File: config.mk
export PLATFORM = sky130hd
export DESIGN_NAME = mcx_frame_tx
export DESIGN_NICKNAME = d
export VERILOG_FILES = /design/src/rtl/mcx_pkg.sv /design/src/rtl/mcx_parity.sv /design/src/rtl/mcx_halftimer.sv /design/src/rtl/mcx_frame_shift.sv /design/src/rtl/mcx_frame_tx.sv
export SDC_FILE = /design/constraint.sdc
export NUM_CORES = 1
export LEC_CHECK = 0
export BUFFER_PORTS_ARGS = -buffer_cell sky130_fd_sc_hd__buf_4
export CORE_MARGIN = 1
export CORE_UTILIZATION = 25
export DETAILED_ROUTE_END_ITERATION = 8
export GPL_TIMING_DRIVEN = 1
export PLACE_DENSITY = 0.45
export SYNTH_ARGS = -nofsm -noshare
export SYNTH_HDL_FRONTEND = slang
export SYNTH_SLANG_ARGS = --single-unit
File: constraint.sdc
create_clock -name clk -period 5.3 [get_ports clk]
set_input_delay 0.265 -clock clk [delete_from_list [all_inputs] [get_ports clk]]
set_output_delay 0.265 -clock clk [all_outputs]
set_load 0.005 [all_outputs]
File: src/rtl/mcx_pkg.sv
package mcx_pkg;

   typedef enum logic [2:0] {
      PH_IDLE,
      PH_SYNC_HI,
      PH_SYNC_LO,
      PH_BIT_A,
      PH_BIT_B
   } mcx_phase_e;

   // Counter width able to hold (max(a,b) - 1), at least one bit.
   function automatic int mcx_cnt_w(input int a, input int b);
      int m;
      m = (a > b) ? a : b;
      return (m < 3) ? 1 : $clog2(m);
   endfunction

endpackage

File: src/rtl/mcx_parity.sv
module mcx_parity #(
   parameter int HDR_W  = 5,
   parameter int WORD_W = 32
) (
   input  logic [HDR_W-1:0]  hdr_i,
   input  logic [WORD_W-1:0] data_i,
   input  logic [WORD_W-1:0] chk_i,
   output logic [WORD_W-1:0] par_o
);

   logic [WORD_W-1:0] hdr_ext;

   generate
      if (HDR_W > WORD_W) begin : g_bad_width
         $error("mcx_parity: HDR_W must not exceed WORD_W");
      end
      if (HDR_W == WORD_W) begin : g_hdr_full
         assign hdr_ext = hdr_i;
      end else begin : g_hdr_pad
         assign hdr_ext = {{(WORD_W-HDR_W){1'b0}}, hdr_i};
      end
   endgenerate

   // One column per output bit: odd total count of ones.
   generate
      for (genvar i = 0; i < WORD_W; i++) begin : g_col
         assign par_o[i] = ~(hdr_ext[i] ^ data_i[i] ^ chk_i[i]);
      end
   endgenerate

endmodule

File: src/rtl/mcx_halftimer.sv
module mcx_halftimer #(
   parameter int CNT_W = 4
) (
   input  logic             clk,
   input  logic             rst_n,
   input  logic             load_i,
   input  logic [CNT_W-1:0] load_val_i,
   output logic             expired_o
);

   logic [CNT_W-1:0] cnt_q;

   always_ff @(posedge clk) begin
      if (!rst_n) begin
         cnt_q <= '0;
      end else if (load_i) begin
         cnt_q <= load_val_i;
      end else if (cnt_q != '0) begin
         cnt_q <= cnt_q - 1'b1;
      end
   end

   assign expired_o = (cnt_q == '0);

endmodule

File: src/rtl/mcx_frame_shift.sv
module mcx_frame_shift #(
   parameter int FRAME_W = 101
) (
   input  logic               clk,
   input  logic               rst_n,
   input  logic               load_i,
   input  logic [FRAME_W-1:0] frame_i,
   input  logic               shift_i,
   output logic               msb_o,
   output logic               last_o
);

   localparam int IDX_W = (FRAME_W < 3) ? 1 : $clog2(FRAME_W);
   localparam logic [IDX_W-1:0] IDX_TOP = IDX_W'(FRAME_W - 1);

   logic [FRAME_W-1:0] frame_q;
   logic [IDX_W-1:0]   idx_q;

   generate
      if (FRAME_W < 2) begin : g_bad_frame
         $error("mcx_frame_shift: FRAME_W must be at least 2");
      end
   endgenerate

   always_ff @(posedge clk) begin
      if (!rst_n) begin
         frame_q <= '0;
         idx_q   <= '0;
      end else if (load_i) begin
         frame_q <= frame_i;
         idx_q   <= IDX_TOP;
      end else if (shift_i) begin
         frame_q <= {frame_q[FRAME_W-2:0], 1'b0};
         idx_q   <= idx_q - 1'b1;
      end
   end

   assign msb_o  = frame_q[FRAME_W-1];
   assign last_o = (idx_q == '0);

endmodule

File: src/rtl/mcx_frame_tx.sv
module mcx_frame_tx
   import mcx_pkg::*;
#(
   parameter int HDR_W    = 5,
   parameter int WORD_W   = 32,
   parameter int HALF_CYC = 5,
   parameter int SYNC_CYC = 15
) (
   input  logic              clk,
   input  logic              rst_n,
   input  logic              start_i,
   input  logic [HDR_W-1:0]  hdr_i,
   input  logic [WORD_W-1:0] data_i,
   input  logic [WORD_W-1:0] chk_i,
   output logic              line_o,
   output logic              busy_o,
   output logic              done_o
);

   localparam int FRAME_W = HDR_W + 3 * WORD_W;
   localparam int CNT_W   = mcx_cnt_w(HALF_CYC, SYNC_CYC);
   localparam logic [CNT_W-1:0] HALF_LD = CNT_W'(HALF_CYC - 1);
   localparam logic [CNT_W-1:0] SYNC_LD = CNT_W'(SYNC_CYC - 1);

   generate
      if (HALF_CYC < 1) begin : g_bad_half
         $error("mcx_frame_tx: HALF_CYC must be at least 1");
      end
      if (SYNC_CYC < 1) begin : g_bad_sync
         $error("mcx_frame_tx: SYNC_CYC must be at least 1");
      end
      if (HDR_W < 1 || WORD_W < 1) begin : g_bad_fields
         $error("mcx_frame_tx: field widths must be positive");
      end
   endgenerate

   mcx_phase_e phase_q, phase_d;
   logic       done_q;
   logic       accept;
   logic       expired;
   logic       tmr_load;
   logic [CNT_W-1:0] tmr_val;
   logic       bit_msb;
   logic       bit_last;
   logic       shift_en;
   logic [WORD_W-1:0]  par_word;
   logic [FRAME_W-1:0] frame_word;

   assign accept = (phase_q == PH_IDLE) && start_i;

   mcx_parity #(.HDR_W(HDR_W), .WORD_W(WORD_W)) u_par (
      .hdr_i  (hdr_i),
      .data_i (data_i),
      .chk_i  (chk_i),
      .par_o  (par_word)
   );

   assign frame_word = {hdr_i, data_i, chk_i, par_word};

   assign tmr_load = accept || ((phase_q != PH_IDLE) && expired);
   assign tmr_val  = (accept || (phase_q == PH_SYNC_HI)) ? SYNC_LD : HALF_LD;

   mcx_halftimer #(.CNT_W(CNT_W)) u_tmr (
      .clk        (clk),
      .rst_n      (rst_n),
      .load_i     (tmr_load),
      .load_val_i (tmr_val),
      .expired_o  (expired)
   );

   assign shift_en = (phase_q == PH_BIT_B) && expired && !bit_last;

   mcx_frame_shift #(.FRAME_W(FRAME_W)) u_shift (
      .clk     (clk),
      .rst_n   (rst_n),
      .load_i  (accept),
      .frame_i (frame_word),
      .shift_i (shift_en),
      .msb_o   (bit_msb),
      .last_o  (bit_last)
   );

   always_comb begin
      phase_d = phase_q;
      unique case (phase_q)
         PH_IDLE:    if (start_i) phase_d = PH_SYNC_HI;
         PH_SYNC_HI: if (expired) phase_d = PH_SYNC_LO;
         PH_SYNC_LO: if (expired) phase_d = PH_BIT_A;
         PH_BIT_A:   if (expired) phase_d = PH_BIT_B;
         PH_BIT_B:   if (expired) phase_d = bit_last ? PH_IDLE : PH_BIT_A;
         default:    phase_d = PH_IDLE;
      endcase
   end

   always_ff @(posedge clk) begin
      if (!rst_n) begin
         phase_q <= PH_IDLE;
         done_q  <= 1'b0;
      end else begin
         phase_q <= phase_d;
         done_q  <= (phase_q == PH_BIT_B) && expired && bit_last;
      end
   end

   always_comb begin
      unique case (phase_q)
         PH_SYNC_HI: line_o = 1'b1;
         PH_BIT_A:   line_o = bit_msb;
         PH_BIT_B:   line_o = ~bit_msb;
         default:    line_o = 1'b0;
      endcase
   end

   assign busy_o = (phase_q != PH_IDLE);
   assign done_o = done_q;

endmodule

Word-level counts from Yosys, hierarchy flattened
Index checks and enable logic that the tools add are counted.
- bits in latches: 0
- memories: 0
- bits in writable memories: 0
- memory bits (read-only): 0
- logic and storage cells: 120
- register bits: 116
- multiplexer cells: 15
- multipliers: 0
- shift operators: 0
- bitwise logic cells: 71
- add/subtract/negate cells: 2
- div/mod/pow operators: 0
- reductions and logical operators: 17
- order comparisons: 0
- eq/ne operators: 9
- operators with widths (cell ; count):
    $mux W101 ; 2
    $xor A1 B1 Y1 ; 37
    $not A1 Y1 ; 34
    $mux W3 ; 5
    $pmux W3 S5 ; 1
    $mux W7 ; 2
    $mux W4 ; 3
    $ne A2 B2 Y1 const B ; 5
    $logic_not A7 Y1 ; 1
    $sub A7 B1 Y7 const B ; 1
    $eq A3 B2 Y1 const B ; 2
    $logic_and A1 B1 Y1 ; 5
    $reduce_and A5 Y1 ; 1
    $logic_not A4 Y1 ; 1
    $reduce_bool A2 Y1 ; 2
    $reduce_bool A4 Y1 ; 1
    $sub A4 B1 Y4 const B ; 1
    $eq A3 B1 Y1 const B ; 1
    $eq A3 B3 Y1 const B ; 1
    $logic_not A3 Y1 ; 1
    $pmux W1 S3 ; 1
    $reduce_bool A3 Y1 ; 1
    $logic_or A1 B1 Y1 ; 2
    $mux W2 ; 1
    2 further kinds ; 2

Longest topological paths before layout
- word-level depth: 5
- mapped depth: 9
- mapped depth without buffers: 6

By module
From an unflattened synthesis, not the netlist that was laid out.
- cell total of the unflattened synthesis: 676
- area total of the unflattened synthesis: 5953.2 sq um
- by module, submodules not included (module ; instances ; cells each ; area each (sq um)):
    mcx_frame_shift ; 1 ; 584 ; 5082.4
    mcx_parity ; 1 ; 32 ; 349.1
    mcx_frame_tx ; 1 ; 37 ; 291.5
    mcx_halftimer ; 1 ; 23 ; 230.2

Worst setup path before layout
No wires, ideal clock.
- kind: register -> register
- from: reg u_tmr.cnt_q[0]
- to: reg u_shift.frame_q[100]
- arrival: 1970 ps
- cell stages (with the launch flop): 10
- required time: 5222 ps
- slack: 3252 ps
- clock period less this slack: 2048 ps
- path buffers: 3
- library setup time: 78 ps
- path through: dfxtp_1 inv_1 ha_1 nor3b_1 o311a_1 buf_4 buf_6 buf_4 nor3_1 nor3_1
- longest elaborated chain between the ends: 4
- RTL lines (what ; RTL line ; text):
    start, declared ; mcx_halftimer.sv:11 ; logic [CNT_W-1:0] cnt_q;
    start signal, assigned ; mcx_halftimer.sv:17 ; cnt_q <= load_val_i;
    start signal, assigned ; mcx_halftimer.sv:19 ; cnt_q <= cnt_q - 1'b1;
    $logic_not A4 Y1 ; mcx_halftimer.sv:23 ; assign expired_o = (cnt_q == '0);
    $logic_and A1 B1 Y1 (2 in a row) ; mcx_frame_tx.sv:71 ; assign shift_en = (phase_q == PH_BIT_B) && expired && !bit_last;
    $reduce_bool A2 Y1 (no line) ; -- ;
    end signal, assigned ; mcx_frame_shift.sv:30 ; frame_q <= frame_i;
    end signal, assigned ; mcx_frame_shift.sv:33 ; frame_q <= {frame_q[FRAME_W-2:0], 1'b0};
    end, declared ; mcx_frame_shift.sv:16 ; logic [FRAME_W-1:0] frame_q;
Every way passes these cells.
A chain may end at the register's enable or synchronous reset.

Worst setup path in the final report
- from: reg u_tmr.cnt_q[0]
- to: reg u_shift.frame_q[77]
The elaborated chain is that of the path after synthesis.

==> results.py <==
metrics = {
    "status": {
        "status": "completed",
    },
    "finish": {
        "multi_input_area_sq_um": 2696,
        "seq_area_sq_um": 2322,
        "diodes": 0,
        "n_fill_cell": 2274,
        "area_growth_pct": 25.40,
        "final_util_pct": 32.42,
        "final_nets": 810,
        "drive_gt1_share_pct": 15.75,
    },
    "route": {
        "vias": 4870,
        "first_pass_iters": 4,
        "wirelength_um": 14110,
        "drc": 0,
        "wire_per_inst_um": 13.85,
        "vias_per_cell": 4.779,
        "antenna_left": 0,
        "drt-initial-drc-count": 396,
    },
    "die": {
        "start_util_pct": 25.85,
        "die_h_um": 147.8,
        "rows": 52,
        "dieWidth_um": 147.8,
        "dieArea_sq_um": 21850,
        "ios": 75,
        "core-area_sq_um": 20560,
    },
    "sta": {
        "setup_viol": 0,
        "tns_ps": 0,
        "period_share_pct": 61.22,
        "rsz0062_at_grt": "false",
        "layout_min_cycle_time_ps": 3245,
        "fmax_mhz": 308.2,
        "slew_headroom_pct": 29.63,
        "worstMarginPinSlew_ps": 1056,
        "drv_slew": 0,
        "hold_violations": 0,
        "clock-skew-final_ps": 8.421,
    },
    "hold_path": {
        "min_path_type": "in2reg",
    },
    "grt": {
        "grt-ovfl-total": 0,
        "antenna_found_initial": 0,
        "grt_max_degree": 92,
        "grt_pass1_wl_um": 23470,
        "grt_pass1_vias": 4694,
        "track_usage_pct": 13.38,
    },
    "clocking": {
        "cts_buffers": 17,
        "clkLatencyLatePin_ps": 410,
        "root_buffer": "clkbuf_16",
        "clkTransAtPathRegs_ps": 50,
        "clockBufferDepth": 2,
        "cts_tree": "built",
        "cts_resized": 0,
        "h-tree-depth": 4,
        "hold_buffers": 0,
        "post-cts-setup-buffers": 0,
        "cts_num_sinks": 116,
    },
    "synth": {
        "ys_seq_area_share_pct": 43.69,
        "yosysWarnings": 0,
        "netlist_instances": 695,
        "yosysUniqueCellTypes": 39,
        "syn_nets": 769,
        "synth_edf_count": 0,
        "async_flop_share_pct": 0,
        "syn_area_sq_um": 5315,
        "ys_ff_latch": 116,
        "syn_avg_cell_area_sq_um": 7.648,
        "synth_ff_type": "dfxtp_1",
    },
    "pwr": {
        "vdd_drop_max_mv": 0.1771,
        "p_leak_nw": 2.624,
        "p_per_area_nw_per_um2": 464.4,
    },
    "critical_path": {
        "cp_max_fo": 91,
        "start_kind": "flop",
        "crit_arrival_ps": 3570,
        "cp.required_ps": 5630,
        "end_kind": "flop",
        "crit_type": "reg2reg",
    },
    "placed_design": {
        "numPortBuffers": 74,
        "place_congestion": 0.6987,
        "dp_hpwl_um": 8526,
    },
    "flow_run": {
        "drv_cap": 0,
    },
}
## synth_stat cells, types with 2 or more instances
master / count / area share, %
xor2_1: 6 / 0.99
inv_1: 8 / 0.56
nor3b_1: 2 / 0.28
nor3_1: 204 / 19
or3_1: 2 / 0.24
xnor2_1: 35 / 5.8
dfxtp_1: 116 / 44
nand3_1: 4 / 0.38
buf_1: 5 / 0.35
buf_2: 11 / 1.0
a21oi_1: 9 / 0.85
nor2_1: 111 / 7.8
a211oi_1: 2 / 0.28
o21ai_0: 106 / 10
clkbuf_1: 34 / 2.4
o41ai_1: 2 / 0.33
a31oi_1: 3 / 0.35
buf_4: 9 / 1.3
ha_1: 2 / 0.47
nand2_1: 5 / 0.35
## final cells by class
type	count	area share (%)
Sequential cell	116	34.84
Clock buffer	22	7.265
Inverter	9	0.5069
Clock inverter	10	2.628
Tap cell	270	5.069
Timing Repair Buffer	82	9.236
Multi-Input combinational cell	510	40.45
## where the power goes
group          internal [mW]  switching, mW  leakage [nW]
Clock                  0.880          0.402         0.330
Sequential              1.05          0.107         0.961
Combinational          0.289          0.368          1.33
Total                   2.22          0.876          2.62
## routing by layer
| metal | wire length [um] | GRT usage, % | vias to the layer above |
|---|---|---|---|
| met1 | 7250 | 18.00 | 2269 |
| met3 | 552 | 3.519 | 11 |
| met2 | 6187 | 20.78 | 80 |
| li1 | - | - | 2510 |
| met4 | 124 | 4.175 | 0 |
| met5 | 0 | 0 | - |
## sequential cells by signal, summed over array words and instances (netlist names)
name	flops
u_shift.frame_q	101
phase_q	3
u_shift.idx_q	7
done_o	1
u_tmr.cnt_q	4
## cells in the final DEF (no fill, tap or decap), types with 2 or more instances in the layout
| cell type | instances |
|---|---|
| a21oi_1 | 9 |
| dfxtp_1 | 116 |
| a31oi_1 | 3 |
| nand3_1 | 4 |
| o41ai_1 | 2 |
| inv_1 | 8 |
| ha_1 | 2 |
| nor3_1 | 204 |
| nor3b_1 | 2 |
| nand2_1 | 5 |
| nor2_1 | 111 |
| buf_4 | 82 |
| clkbuf_8 | 4 |
| xnor2_1 | 35 |
| a211oi_1 | 2 |
| xor2_1 | 6 |
| o21ai_0 | 106 |
| or3_1 | 2 |
| clkinv_2 | 5 |
| bufinv_16 | 5 |
| clkbuf_16 | 17 |
## through the flow
| step | total power, mW | cell area [sq um] | setup slack [ps] | hold slack (ps) | cells |
|---|---|---|---|---|---|
| 2_1_floorplan | 1.646 | 5315 | 3252 | 427.3 | 695 |
| 3_3_place_gp | 1.834 | 6006 | 2197 | 456.9 | 987 |
| 3_5_place_dp | 1.834 | 6006 | 2067 | 462.1 | 987 |
| 4_1_cts | 3.132 | 6665 | 2062 | 148.0 | 1019 |
| 5_1_grt | 3.287 | 6665 | 1821 | 173.8 | 1019 |
| 6_report | 3.095 | 6665 | 2055 | 164.7 | 1019 |
## final timing paths
check                        endpoint  slack [ps]  cells past startpoint               start
setup / recovery  u_shift.frame_q[77]        2060                      7      u_tmr.cnt_q[0]
hold / removal     u_shift.frame_q[0]         160                      4            hdr_i[0]
setup reg to reg  u_shift.frame_q[77]        2060                      7      u_tmr.cnt_q[0]
hold reg to reg    u_shift.frame_q[0]         470                      2  u_shift.frame_q[0]
## logic make-up (layout without fill, tap and decap cells)
kind of cell / count (synthesis) / in the layout / synth area share (%)
AO/OA/AOI/OAI: 130 / 130 / 13.42
XOR/XNOR: 41 / 41 / 6.756
adder cells (fa/ha/maj): 2 / 2 / 0.4707
buffers and inverters: 69 / 123 / 5.908
flip-flops: 116 / 116 / 43.69
AND/OR/NAND/NOR: 337 / 337 / 29.76
## critical path: stages (launching register included)
cell and delay (ps):
dfxtp_1 300, inv_1 90, ha_1 220, nor3b_1 770, o311a_4 1090, buf_4 390
nor3_1 70, nor3_1 210
No activity file was read; power rests on OpenSTA's default activity.
